## src/rtl/swp_pkg.sv

```systemverilog
package swp_pkg;

  typedef enum logic [1:0] {
    OP_NONE     = 2'd0,
    OP_SET_REV  = 2'd1,
    OP_CLR_REV  = 2'd2,
    OP_SET_PERM = 2'd3
  } swp_op_e;

  typedef enum logic [2:0] {
    PH_IDLE = 3'd0,
    PH_ADDR = 3'd1,
    PH_WORD = 3'd2,
    PH_DATA = 3'd3,
    PH_ARM  = 3'd4
  } swp_ph_e;

  typedef struct packed {
    logic    claim;
    logic    ack;
    logic    wr_go;
    swp_op_e op;
  } swp_dec_t;

endpackage

```

## src/rtl/swp_decode.sv

```systemverilog
module swp_decode
  import swp_pkg::*;
#(
  parameter logic [3:0] CODE    = 4'b0110,
  parameter logic [2:0] REV_SET = 3'b001,
  parameter logic [2:0] REV_CLR = 3'b011
) (
  input  logic [7:0] addr_byte,
  input  logic [2:0] strap,
  input  logic       hv,
  input  logic       wp,
  input  logic       rev,
  input  logic       perm,
  output swp_dec_t   dec
);

  logic       code_hit;
  logic [2:0] slv;
  logic       rd;
  logic       status_clear;
  swp_op_e    op;

  always_comb begin
    code_hit = (addr_byte[7:4] == CODE);
    slv      = addr_byte[3:1];
    rd       = addr_byte[0];

    // Reversible codes need the elevated level; otherwise the strap value selects the permanent set.
    if (hv && (slv == REV_SET))      op = OP_SET_REV;
    else if (hv && (slv == REV_CLR)) op = OP_CLR_REV;
    else if (slv == strap)           op = OP_SET_PERM;
    else                             op = OP_NONE;

    status_clear = (op == OP_SET_PERM) ? !perm : !rev;

    dec.claim = code_hit;
    dec.ack   = code_hit && !perm && (op != OP_NONE) && (rd ? status_clear : !wp);
    dec.wr_go = dec.ack && !rd;
    dec.op    = op;
  end

endmodule

```

## src/rtl/swp_seq.sv

```systemverilog
module swp_seq
  import swp_pkg::*;
(
  input  logic     clk,
  input  logic     rst_n,
  input  logic     bus_start,
  input  logic     byte_strb,
  input  logic     stop_strb,
  input  logic     wp,
  input  swp_dec_t dec,
  output logic     ack_en,
  output logic     prot_sel,
  output logic     commit,
  output swp_op_e  commit_op
);

  swp_ph_e ph_q, ph_d;
  logic    ack_q, ack_d;
  logic    sel_q, sel_d;
  swp_op_e op_q, op_d;

  always_comb begin
    ph_d  = ph_q;
    ack_d = ack_q;
    sel_d = sel_q;
    op_d  = op_q;
    if (bus_start) begin
      ph_d  = PH_ADDR;
      ack_d = 1'b0;
      sel_d = 1'b0;
      op_d  = OP_NONE;
    end else if (stop_strb) begin
      ph_d  = PH_IDLE;
      ack_d = 1'b0;
      sel_d = 1'b0;
      op_d  = OP_NONE;
    end else if (byte_strb) begin
      case (ph_q)
        PH_ADDR: begin
          ack_d = dec.ack;
          sel_d = dec.claim;
          ph_d  = dec.wr_go ? PH_WORD : PH_IDLE;
          op_d  = dec.wr_go ? dec.op : OP_NONE;
        end
        PH_WORD: begin
          ack_d = 1'b1;
          ph_d  = PH_DATA;
        end
        PH_DATA: begin
          ack_d = 1'b1;
          ph_d  = PH_ARM;
        end
        default: begin
          ack_d = 1'b0;
          ph_d  = PH_IDLE;
          op_d  = OP_NONE;
        end
      endcase
    end
  end

  always_ff @(posedge clk or negedge rst_n) begin
    if (!rst_n) begin
      ph_q  <= PH_IDLE;
      ack_q <= 1'b0;
      sel_q <= 1'b0;
      op_q  <= OP_NONE;
    end else begin
      ph_q  <= ph_d;
      ack_q <= ack_d;
      sel_q <= sel_d;
      op_q  <= op_d;
    end
  end

  assign commit    = stop_strb && !bus_start && (ph_q == PH_ARM) && !wp;
  assign commit_op = op_q;
  assign ack_en    = ack_q;
  assign prot_sel  = sel_q;


  ack_src_chk: assert property (@(posedge clk) disable iff (!rst_n)
    $rose(ack_en) |-> $past(byte_strb));


  no_early_commit_chk: assert property (@(posedge clk) disable iff (!rst_n)
    (ph_q != PH_ARM) |-> !commit);

endmodule

```

## src/rtl/swp_flags.sv

```systemverilog
module swp_flags
  import swp_pkg::*;
#(
  parameter int   AW          = 8,
  parameter logic REV_PRESET  = 1'b0,
  parameter logic PERM_PRESET = 1'b0
) (
  input  logic          clk,
  input  logic          nv_init_n,
  input  logic          commit,
  input  swp_op_e       op,
  input  logic          wp,
  input  logic [AW-1:0] mem_addr,
  output logic          rev,
  output logic          perm,
  output logic          lower_prot,
  output logic          wr_ok
);

  localparam int TOP = AW - 1;

  logic rev_q, rev_d, perm_q, perm_d;

  always_comb begin
    rev_d  = rev_q;
    perm_d = perm_q;
    if (commit) begin
      case (op)
        OP_SET_REV:  rev_d  = 1'b1;
        OP_CLR_REV:  rev_d  = 1'b0;
        OP_SET_PERM: perm_d = 1'b1;
        default: ;
      endcase
    end
  end

  always_ff @(posedge clk or negedge nv_init_n) begin
    if (!nv_init_n) begin
      rev_q  <= REV_PRESET;
      perm_q <= PERM_PRESET;
    end else if (commit) begin
      rev_q  <= rev_d;
      perm_q <= perm_d;
    end
  end

  assign rev        = rev_q;
  assign perm       = perm_q;
  assign lower_prot = rev_q | perm_q;
  assign wr_ok      = !wp && !(lower_prot && !mem_addr[TOP]);


  perm_sticky_chk: assert property (@(posedge clk) disable iff (!nv_init_n)
    perm_q |=> perm_q);


  flag_hold_chk: assert property (@(posedge clk) disable iff (!nv_init_n)
    !commit |=> ($stable(rev_q) && $stable(perm_q)));

endmodule

```

## src/rtl/swp_cmd_unit.sv

```systemverilog
module swp_cmd_unit
  import swp_pkg::*;
#(
  parameter int         AW          = 8,
  parameter logic [3:0] PROT_CODE   = 4'b0110,
  parameter logic       REV_PRESET  = 1'b0,
  parameter logic       PERM_PRESET = 1'b0
) (
  input  logic          clk,
  input  logic          rst_n,
  input  logic          nv_init_n,
  input  logic [2:0]    strap,
  input  logic          hv_a0,
  input  logic          wp,
  input  logic          bus_start,
  input  logic          byte_strb,
  input  logic [7:0]    rx_byte,
  input  logic          stop_strb,
  input  logic [AW-1:0] mem_addr,
  output logic          ack_en,
  output logic          prot_sel,
  output logic          lower_prot,
  output logic          wr_ok
);

  swp_dec_t dec;
  logic     rev, perm, commit;
  swp_op_e  commit_op;

  swp_decode #(.CODE(PROT_CODE)) u_dec (
    .addr_byte (rx_byte),
    .strap     (strap),
    .hv        (hv_a0),
    .wp        (wp),
    .rev       (rev),
    .perm      (perm),
    .dec       (dec)
  );

  swp_seq u_seq (
    .clk       (clk),
    .rst_n     (rst_n),
    .bus_start (bus_start),
    .byte_strb (byte_strb),
    .stop_strb (stop_strb),
    .wp        (wp),
    .dec       (dec),
    .ack_en    (ack_en),
    .prot_sel  (prot_sel),
    .commit    (commit),
    .commit_op (commit_op)
  );

  swp_flags #(
    .AW          (AW),
    .REV_PRESET  (REV_PRESET),
    .PERM_PRESET (PERM_PRESET)
  ) u_flags (
    .clk        (clk),
    .nv_init_n  (nv_init_n),
    .commit     (commit),
    .op         (commit_op),
    .wp         (wp),
    .mem_addr   (mem_addr),
    .rev        (rev),
    .perm       (perm),
    .lower_prot (lower_prot),
    .wr_ok      (wr_ok)
  );


  wp_block_chk: assert property (@(posedge clk) disable iff (!rst_n || !nv_init_n)
    wp |-> !wr_ok);


  low_block_chk: assert property (@(posedge clk) disable iff (!rst_n || !nv_init_n)
    (lower_prot && !mem_addr[AW-1]) |-> !wr_ok);


  perm_noack_chk: assert property (@(posedge clk) disable iff (!rst_n || !nv_init_n)
    (perm && byte_strb && !bus_start && !stop_strb && (rx_byte[7:4] == PROT_CODE)) |=> !ack_en);

endmodule

```

## config.mk

```make
export PLATFORM = sky130hd
export DESIGN_NAME = swp_cmd_unit
export DESIGN_NICKNAME = d
export VERILOG_FILES = /design/src/rtl/swp_pkg.sv /design/src/rtl/swp_decode.sv /design/src/rtl/swp_seq.sv /design/src/rtl/swp_flags.sv /design/src/rtl/swp_cmd_unit.sv
export SDC_FILE = /design/constraint.sdc
export NUM_CORES = 1
export LEC_CHECK = 0
export CORE_AREA = 4 4 42 44
export DETAILED_ROUTE_END_ITERATION = 12
export DIE_AREA = 0 0 46 48
export DONT_BUFFER_PORTS = 1
export HOLD_SLACK_MARGIN = 0.1
export PLACE_DENSITY_LB_ADDON = 0.05
export RECOVER_POWER = 100
export SYNTH_ARGS = -nofsm -noshare
export SYNTH_HDL_FRONTEND = slang
export SYNTH_SLANG_ARGS = --single-unit
```

## constraint.sdc

```tcl
create_clock -name clk -period 1.6 [get_ports clk]
set_input_delay 0.08 -clock clk [delete_from_list [all_inputs] [get_ports clk]]
set_output_delay 0.08 -clock clk [all_outputs]
set_load 0.03 [all_outputs]
```

* Word-level counts from Yosys, hierarchy flattened
Cells that the tools add are included.
** Word-level totals
- RAM bits :: 0
- Flip-flop bits (word level) :: 9
- ROM bits :: 0
- Bits in latches :: 0
- Output and inout bits :: 4
- Bits of input ports :: 27
- Word-level logic and storage cells :: 71
- Memories :: 0
** Cells by class
- Reduce and logical (&&, ||, !) cells :: 27
- $lt $le $gt $ge :: 0
- Equality and inequality tests :: 13
- Shift operators :: 0
- Add/sub/neg operators :: 0
- Multiply operators :: 0
- Mux-type cells :: 24
- Div/mod/pow operators :: 0
- Bitwise gates (word level) :: 1
** Operators with widths (count)
- $mux W2 :: 8
- $logic_and A1 B1 Y1 :: 11
- $eq A3 B2 Y1 const B :: 3
- $mux W1 :: 9
- $mux W3 :: 3
- $pmux W3 S3 :: 1
- $reduce_and A2 Y1 :: 4
- $logic_not A1 Y1 :: 7
- $eq A2 B2 Y1 const B :: 3
- $eq A3 B1 Y1 const B :: 2
- $reduce_bool A3 Y1 :: 2
- $eq A4 B3 Y1 const B :: 1
- $pmux W1 S2 :: 2
- $pmux W2 S2 :: 1
- $reduce_bool A2 Y1 :: 2
- $eq A3 B3 Y1 :: 1
- $eq A3 B3 Y1 const B :: 1
- $ne A3 B1 Y1 const B :: 1
- $eq A2 B1 Y1 const B :: 1
- $reduce_or A2 Y1 :: 1
- $or A1 B1 Y1 :: 1

* Depth between registers and ports, before layout
Gate-level depths: netlist of run 1.
- Depth in word-level cells :: 14
- Gate-level depth with buffers :: 4
- Depth with buffers taken out :: 4

* Hierarchy
A second synthesis of run 1 with hierarchy kept.
** Second synthesis, totals
- Cells, all modules :: 61
- Area total of the unflattened synthesis :: 591.8 µm²
** Modules (own cells, without submodules)
- swp_seq :: sequential area each 175.2 µm², instances 1, cells each 33, area an instance 347.8 µm²
- swp_flags :: sequential area each 50.0 µm², instances 1, cells each 12, area an instance 128.9 µm²
- swp_decode :: sequential area each 0.0 µm², instances 1, cells each 16, area an instance 115.1 µm²

* Worst setup path after synthesis of run 1
Ideal clock, no wire load.
- Kind :: reg2reg
- Start :: register u_flags.perm_q, in the netlist u_flags.perm
- End :: register u_seq.ph_q[1]
- Setup time :: 0.067 ns
- Data required time :: 1.533 ns
- Path slack :: 0.191 ns
- Arrival time :: 1.342 ns
- Clock period less this slack :: 1.409 ns
- Cell stages (with the launch flop) :: 5
- Path buffers :: 0
- Cells stage by stage :: dfrtp_1 -> or4_1 -> nor3_2 -> o2111a_2 -> a311o_1
** Between the ends
- Word-level cells in the longest chain between the ends :: 10
- Elaborated cells on any way between the ends :: 12
- Those cells by class :: mux: 7; reduce/logical: 5
** RTL lines
- start: declaration :: line swp_flags.sv:22 : logic rev_q, rev_d, perm_q, perm_d;
- start signal: assignment :: line swp_flags.sv:43 : perm_q <= perm_d;
- $logic_not A1 Y1 (*) :: line swp_decode.sv:34, swp_decode.sv:37
- $mux W1 / $logic_and A1 B1 Y1 (equally long branches) :: line swp_decode.sv:34, swp_decode.sv:37
- $mux W1 / $logic_and A1 B1 Y1 (equally long branches) :: line swp_decode.sv:37 : dec.ack = code_hit && !perm && (op != OP_NONE) && (rd ? status_clear : !wp);
- $logic_and A1 B1 Y1 (*) :: line swp_decode.sv:37
- $logic_and A1 B1 Y1 (*) :: line swp_decode.sv:38 : dec.wr_go = dec.ack && !rd;
- $mux W2 (*) :: line swp_seq.sv:42 : ph_d = dec.wr_go ? PH_WORD : PH_IDLE;
- $pmux W3 S3 (*) :: line swp_seq.sv:38 : case (ph_q)
- $mux W3 (*) :: line swp_seq.sv:37 : end else if (byte_strb) begin
- $mux W3 (*) :: line swp_seq.sv:32 : end else if (stop_strb) begin
- $mux W3 (*) :: line swp_seq.sv:27 : if (bus_start) begin
- end signal: assignment :: line swp_seq.sv:69 : ph_q <= ph_d;
- end: declaration :: line swp_seq.sv:17 : swp_ph_e ph_q, ph_d;
Every way passes the cells marked *; elsewhere a longest branch is shown, timed or not. The select of a mux whose other input is x is not followed.
A chain may end at the register's enable or synchronous reset.

* Final worst setup path of run 1
- Start :: register u_seq.ph_q[2]
- End :: register u_seq.ack_q, in the netlist u_seq.ack_en
** Between the ends
- Word-level cells in the longest chain between the ends :: 6
- Elaborated cells on any way between the ends :: 8
- Those cells by class :: eq/ne: 3; mux: 4; reduce/logical: 1
** RTL lines
- $eq A3 B2 Y1 :: line swp_seq.sv:38
- $reduce_or A2 Y1 (no source line)
- $pmux W1 S2 (*) :: line swp_seq.sv:38
- $mux W1 (*) :: line swp_seq.sv:37
- $mux W1 (*) :: line swp_seq.sv:32
- $mux W1 (*) :: line swp_seq.sv:27
- end signal: assignment :: line swp_seq.sv:70 : ack_q <= ack_d;
- end: declaration :: line swp_seq.sv:18 : logic ack_q, ack_d;
Marked as above.

==> key figures, run 1 <==
Critical path
  – Max incr delay on CP: about 470 ps
  – CP Depth: 4
  – Worst Setup EP: u_seq.ack_en$_DFFE_PN0P_
  – Crit Path Category: reg -> reg
  – Slack of the worst reg-to-reg path: roughly 92 ps
  – Worst path slowest cell: or4_1
  – CP Cell Sequence: and4bb_1 > nand2_1 > or4_1 > o22ai_1
  – Worst Path Required: approximately 1800 ps
  – Element type at the critical path end: flip-flop
  – Reg2reg end: u_seq.ack_en$_DFFE_PN0P_
  – Crit path buffers/inverters: 0
  – Worst r2r path cells: 4
  – Crit path max fanout: 6
  – Worst setup SP type: flip-flop
  – RR Startpoint: u_seq.ph_q[2]$_DFFE_PN0P_
  – CP top delay family: simple AND/OR/NAND/NOR gates
  – Crit path DAT: 1690 ps
  – Worst setup path start: u_seq.ph_q[2]$_DFFE_PN0P_

Clock tree
  – Clock Root Buffer: clkbuf_4
  – Clock transition at the registers of the reported paths: approximately 60 ps
  – CTS Buf Count: 3
  – H-Tree Level Count: 1
  – Setup Buffers After CTS: 0
  – Clk buf depth: 2
  – Clk_lat worst skew: roughly 260 ps
  – TritonCTS clock tree: done
  – Clock Sink Count: 9

Finish
  – Ratio of cells with drive above 1 in the final layout: 19.0%
  – Area grow syn2layout: 24.7%
  – Layout net count: 109
  – Ant. Diodes: 0
  – Filler Cell Count: between 100 and 150
  – Final instance count without filler cells: 95
  – Util after Layout: about 53%
  – Most frequent cells in the layout: 9 x dlygate4sd3_1, 9 x dfrtp_1, 5 x inv_1, 5 x nand2_1, 4 x a21oi_1

Hold path
  – Worst min-delay path class: in -> reg

Global routing
  – First-pass GRT wire length: roughly 2200 µm
  – Initial antenna violation count: 0
  – Vias in the first global route: just over 500
  – Largest net degree at the start of global routing: 8
  – Global route overflow: 0
  – Total GRT Usage: approximately 15%

STA
  – Max-slew violations: 0
  – Period utilization: 94.3%
  – Fmax: around 660 MHz
  – Final hold vios: 0
  – Max-slew headroom: approximately three quarters
  – Fin Clk Skew: 1.49 ps
  – Hold Slack: roughly 110 ps
  – Setup TNS: 0 ps
  – Final setup violation count: 0
  – RSZ-0062 raised after global routing: false
  – Fin crit period: roughly 1500 ps
  – Worst slew pin tran: between 300 and 400 ps

Placement
  – Placer Congestion: approximately 0.75
  – Placed insts: 82
  – I/O Buffers: 0
  – Dpl hpwl: between 1000 and 1500 µm

Power and ir drop
  – P_leak: around 0.00035 µW
  – Peak supply drop: 409 µV
  – Pwr dens: ~620 nW/µm²
  – Post-layout power: 471 µW

Route
  – Vias: about 540
  – 1st-pass router iterations: 4
  – DR iter-0 viols: 8
  – DRC violations left: 0
  – DRT Wirelength: roughly 1400 µm
  – Post-DR vias/cell: ~5.7
  – Drt wl/cell: between 15 and 20 µm
  – Antenna-violating nets left: 0

Synthesis
  – Syn avg cell area: 9.56 µm²
  – YS warnings: 0
  – Syn nets: 93
  – Synth unique cells: 35
  – Post-synthesis register bit count: 9
  – Register area share after synthesis: approximately 37%
  – Mapped Cells: 64
  – Synth Cell Area: roughly 610 µm²

Floorplanning
  – Die Y-Extent: approximately 48 µm
  – Initial core utilization: 42.6%
  – FP Rows: 14
  – Core area: ~1400 µm²
  – Die W: 46 µm
  – DIE AREA: approximately 2200 µm²
  – Num ports: 31

Run
  – MaxCap Viol Count: 0

Run status
  – Status: finished clean
registers in the layout (all words and copies together) (netlist names):
signal,flops
u_seq.commit_op,2
u_seq.ph_q,3
u_seq.prot_sel,1
u_seq.ack_en,1
u_flags.rev,1
u_flags.perm,1
cell families (layout without fill, tap and decap cells):
logic type / after synthesis / after routing / share of synthesized area (%)
multiplexers: 1 / 1 / 1.84
AO/OA/AOI/OAI: 17 / 17 / 22.1
adder cells (fa/ha/maj): 2 / 2 / 4.09
buffers and inverters: 5 / 20 / 3.07
AND/OR/NAND/NOR: 28 / 28 / 29.2
flip-flops: 9 / 9 / 36.8
XOR/XNOR: 2 / 2 / 2.86
layer usage:
metal  vias to the layer above  share of wire [%]  GRT usage, %  wire length (µm)
li1                        274                  -             -                 -
met1                       249                 41          16.6               591
met2                        13                 52          24.7               750
met3                         2                5.9          6.39                84
met4                         0               0.56          5.11                 8
met5                         -                  0             0                 0
metrics by stage:
stage | setup WS [ps] | area [µm²]
after floorplan | 191 | 612
after global placement | 102 | 647
after detailed placement | 91.3 | 647
after CTS | 78.8 | 766
after global routing | 7.02 | 763
final | 92.0 | 763
where the power goes:
part	leakage, µW	switching (µW)	internal, µW
clock network	0.0000150	77.7	96.0
logic	0.000209	29.0	35.5
registers	0.000123	2.89	229
total	0.000348	110	361
final cells by class:
class | instances | area [µm²] | share of cell area [%]
Inverter | 5 | 18.8 | 2.46
Sequential cell | 9 | 225 | 29.5
Timing Repair Buffer | 11 | 103 | 13.4
Multi-Input combinational cell | 50 | 370 | 48.5
Clock buffer | 4 | 26.3 | 3.44
Tap cell | 16 | 20.0 | 2.62
worst min-delay path by stage:
stage / startpoint / endpoint / slack (ps) / cells past startpoint
2_1_floorplan: nv_init_n / u_flags.perm$_DFFE_PN0P_ / -220 / 0
3_3_place_gp: nv_init_n / u_flags.rev$_DFFE_PN0P_ / -220 / 0
3_5_place_dp: nv_init_n / u_flags.rev$_DFFE_PN0P_ / -220 / 0
4_1_cts: byte_strb / u_seq.ph_q[0]$_DFFE_PN0P_ / 100 / 3
5_1_grt: rx_byte[1] / u_seq.commit_op[1]$_DFFE_PN0P_ / 110 / 2
6_report: byte_strb / u_seq.ph_q[0]$_DFFE_PN0P_ / 110 / 3
timing repair:
item,4_1_cts,5_1_grt
gates resized for setup,1,0
hold buffers,9,0
hold endpoints to repair,18,0
setup endpoints to repair,1,0
worst min-delay path: cells and delay by family:
family | cells | cell delay (ps)
AND/OR/NAND/NOR | 1 | 60
AO/OA/AOI/OAI | 1 | 50
multiplexers | 1 | 140
cells in the mapped netlist:
cell type / number / area share, %
o21ai_0: 2 / 1.6
a21oi_1: 4 / 3.3
nor4_1: 1 / 1.0
or2_2: 2 / 2.0
mux2_2: 1 / 1.8
nand3b_1: 1 / 1.2
nand2_1: 5 / 3.1
nor2_1: 3 / 1.8
nor3_2: 1 / 1.6
and2b_2: 1 / 1.4
a21boi_0: 1 / 1.2
nor2b_1: 2 / 2.0
and4bb_1: 1 / 2.0
nand3_1: 1 / 0.82
and3_1: 2 / 2.0
nor4b_1: 1 / 1.4
o31ai_1: 1 / 1.2
o2111a_2: 1 / 2.0
ha_1: 2 / 4.1
nand2b_1: 1 / 1.0
or3_1: 1 / 1.0
a221o_2: 2 / 3.7
o22ai_1: 1 / 1.0
a41o_1: 1 / 1.6
xor2_1: 2 / 2.9
nor3_1: 1 / 0.82
a211oi_2: 1 / 2.0
inv_1: 5 / 3.1
a2bb2oi_1: 1 / 1.4
dfrtp_1: 9 / 37
and2b_1: 1 / 1.2
a311o_1: 1 / 1.6
and4bb_2: 1 / 2.0
o21bai_1: 1 / 1.2
or4_1: 2 / 2.5
No activity file was read; power rests on OpenSTA's default activity.
==> run 2, diff against run 1 <==
- CTS_BUF_LIST: not set -> sky130_fd_sc_hd__clkbuf_8 sky130_fd_sc_hd__clkbuf_16
==> run 2 against run 1 <==
  * Fmax rose by 0.29%
  * Count of clock-buffer cells in the layout fell by 1
  * Design area rose by 1.1%
  * Highest routed layer unchanged
  * Clock power rose by 49%
  * Via count fell by 0.74%
  * Sequential power barely moved
  * First-iteration DRC count rose by 75%
  * Global-route usage rose by 0.62 points
  * Core utilization rose by 0.61 points
  * Combinational power fell by 5.3%
  * Setup slack improved by 4.4 ps
  * Critical path depth did not move
  * Largest power group is now the clock network
==> key figures, run 2 (synthesis results as in run 1) <==
STA
  – Fin Clk Skew: 1.15 ps
  – Fmax: 665 MHz
  – Setup TNS: 0 ps
  – Max-slew violations: 0
  – Worst slew pin tran: approximately 380 ps
  – Final setup violation count: 0
  – RSZ-0062 raised after global routing: false
  – Hold Slack: 115 ps
  – Final hold vios: 0
  – Fin worst setup slack: a little under 100 ps
  – Max-slew headroom: between 70% and 80%
  – Fin crit period: between 1500 and 2000 ps
  – Period utilization: 94.0%

Power and ir drop
  – Sw power: around 120 µW
  – Power share of the combinational group: between 10 and 15%
  – Flop pwr share: a little over two fifths
  – P_leak: between 0.0003 and 0.0004 µW
  – Switching Share: around 22%
  – Clock Power Share: between 40% and 50%
  – Cell internal pwr: approximately 430 µW
  – Peak supply drop: between 500 and 600 µV
  – Pwr dens: slightly above 700 nW/µm²

Route
  – DR iter-0 viols: 14
  – 1st-pass router iterations: 4
  – DRT Wirelength: 1450 µm
  – Drt wl/cell: 15.4 µm
  – Antenna-violating nets left: 0
  – Post-DR vias/cell: approximately 5.7
  – DRC violations left: 0
  – Vias: roughly 530

Finish
  – Ratio of cells with drive above 1 in the final layout: between 10% and 20%
  – Layout net count: around 110
  – Util after Layout: 53.7%
  – Most frequent cells in the layout: 9 x dfrtp_1, 8 x dlygate4sd3_1, 6 x inv_1
  – Commonest non-fill, non-tap cell in the layout: dfrtp_1
  – Most flops, register: u_seq.ph_q
  – Cell area after layout: 772 µm²
  – Max reg flops: 3
  – Ant. Diodes: 0
  – Area grow syn2layout: 26.2%

Clock tree
  – TritonCTS clock tree: done
  – Clk buf depth: 2
  – CTS Buf Count: 3
  – Clock transition at the registers of the reported paths: about 40 ps
  – Clock Sink Count: 9
  – Clock Root Buffer: clkbuf_8
  – H-Tree Level Count: 1
  – Clk_lat worst skew: about 240 ps

Floorplanning
  – DIE AREA: around 2200 µm²
  – Core area: about 1400 µm²
  – Num ports: 31
  – FP Rows: 14
  – Die Y-Extent: 48 µm
  – Initial core utilization: roughly 43%
  – Die W: 46 µm

Placement
  – I/O Buffers: 0
  – DP Area: 647 µm²
  – Pre-CTS setup slack: between 90 and 100 ps
  – Dpl hpwl: about 1100 µm
  – Placer Congestion: roughly 0.75

Run status
  – Status: finished clean

Global routing
  – Met1 GRT Util: 16.6%
  – Largest net degree at the start of global routing: 8
  – First-pass GRT wire length: around 2200 µm
  – Initial antenna violation count: 0
  – Met2 Use GR: 24.7%
  – Total GRT Usage: between 10% and 20%
  – Most Crowded Layer GR: met2
  – M3 GR Usage: between 6 and 7%
  – Vias in the first global route: approximately 520
  – Global route overflow: 0

Critical path
  – Crit path DAT: around 1700 ps
  – Worst r2r path cells: 4
  – CP Cell Sequence: and4bb_1 > nand2_1 > or4_1 > o22ai_1
  – CP top delay family: simple AND/OR/NAND/NOR gates
  – CP Depth: 4
  – Element type at the critical path end: flip-flop
  – Crit path max fanout: 6
  – Max incr delay on CP: roughly 470 ps
  – Crit Path Category: reg -> reg
  – Worst setup SP type: flip-flop
  – Worst path slowest cell: or4_1
  – Worst Path Required: about 1800 ps
  – Crit path buffers/inverters: 0

Hold path
  – Worst min-delay path class: in -> reg
  – Hold depth: 2

Run
  – MaxCap Viol Count: 0
## run 2: cell count changes in the layout (fill, tap and decap cells not counted), sizes merged
cell	change
buf	+1
clkbuf	-2
dlygate4sd3	-1
inv	+1
## run 2: area by class of cell
cell class / instances / area (µm²)
inverters: 5 / 18.8
repair buffers: 10 / 92.6
well taps: 16 / 20.0
fillers: 135 / 664
clock buffers: 3 / 41.3
multi-input cells: 50 / 370
flip-flops and latches: 9 / 225
clock inverters: 1 / 3.75
## run 2: timing repair
action	in CTS	in global routing
setup buffers	0	0
hold buffers	8	0
gates resized for setup	0	1
setup endpoints to repair	0	1
endpoints found under the hold margin	15	0
## run 2: path summary, 6_finish.rpt
kind                                                start                              to  slack (ps)
min in group asynchronous                           rst_n       u_seq.ph_q[1]$_DFFE_PN0P_         190
min                                            rx_byte[2]  u_seq.commit_op[0]$_DFFE_PN0P_         110
max reg2reg                     u_seq.ph_q[2]$_DFFE_PN0P_        u_seq.ack_en$_DFFE_PN0P_         100
max                             u_seq.ph_q[2]$_DFFE_PN0P_        u_seq.ack_en$_DFFE_PN0P_         100
max in group asynchronous                       nv_init_n         u_flags.rev$_DFFE_PN0P_         870
min reg2reg                u_seq.commit_op[0]$_DFFE_PN0P_  u_seq.commit_op[0]$_DFFE_PN0P_         550
## run 2: power groups by stage
stage | clock (µW) | combinational [µW] | sequential (µW)
finish | 259 | 61.1 | 233
global route | 281 | 67.1 | 233
CTS | 270 | 62.6 | 233
detailed placement | 0 | 41.7 | 236
global placement | 0 | 41.4 | 236
floorplan | 0 | 34.7 | 236
## run 2: metal layers
metal	share of wire (%)	routed length (µm)
met3	5.3	77
met1	42	604
met4	1.9	28
met5	0	0
met2	51	738
## run 2: worst register-to-register path, delay by kind of cell (launching register included)
family | cells | cell delay, ps
flops | 1 | 430
simple gates | 3 | 880
compound gates | 1 | 110
## run 2: through the flow
step	std cells	power, µW
floorplan	64	270
finish	94	553
detailed placement	82	278
global placement	82	278
CTS	94	565
global route	94	582
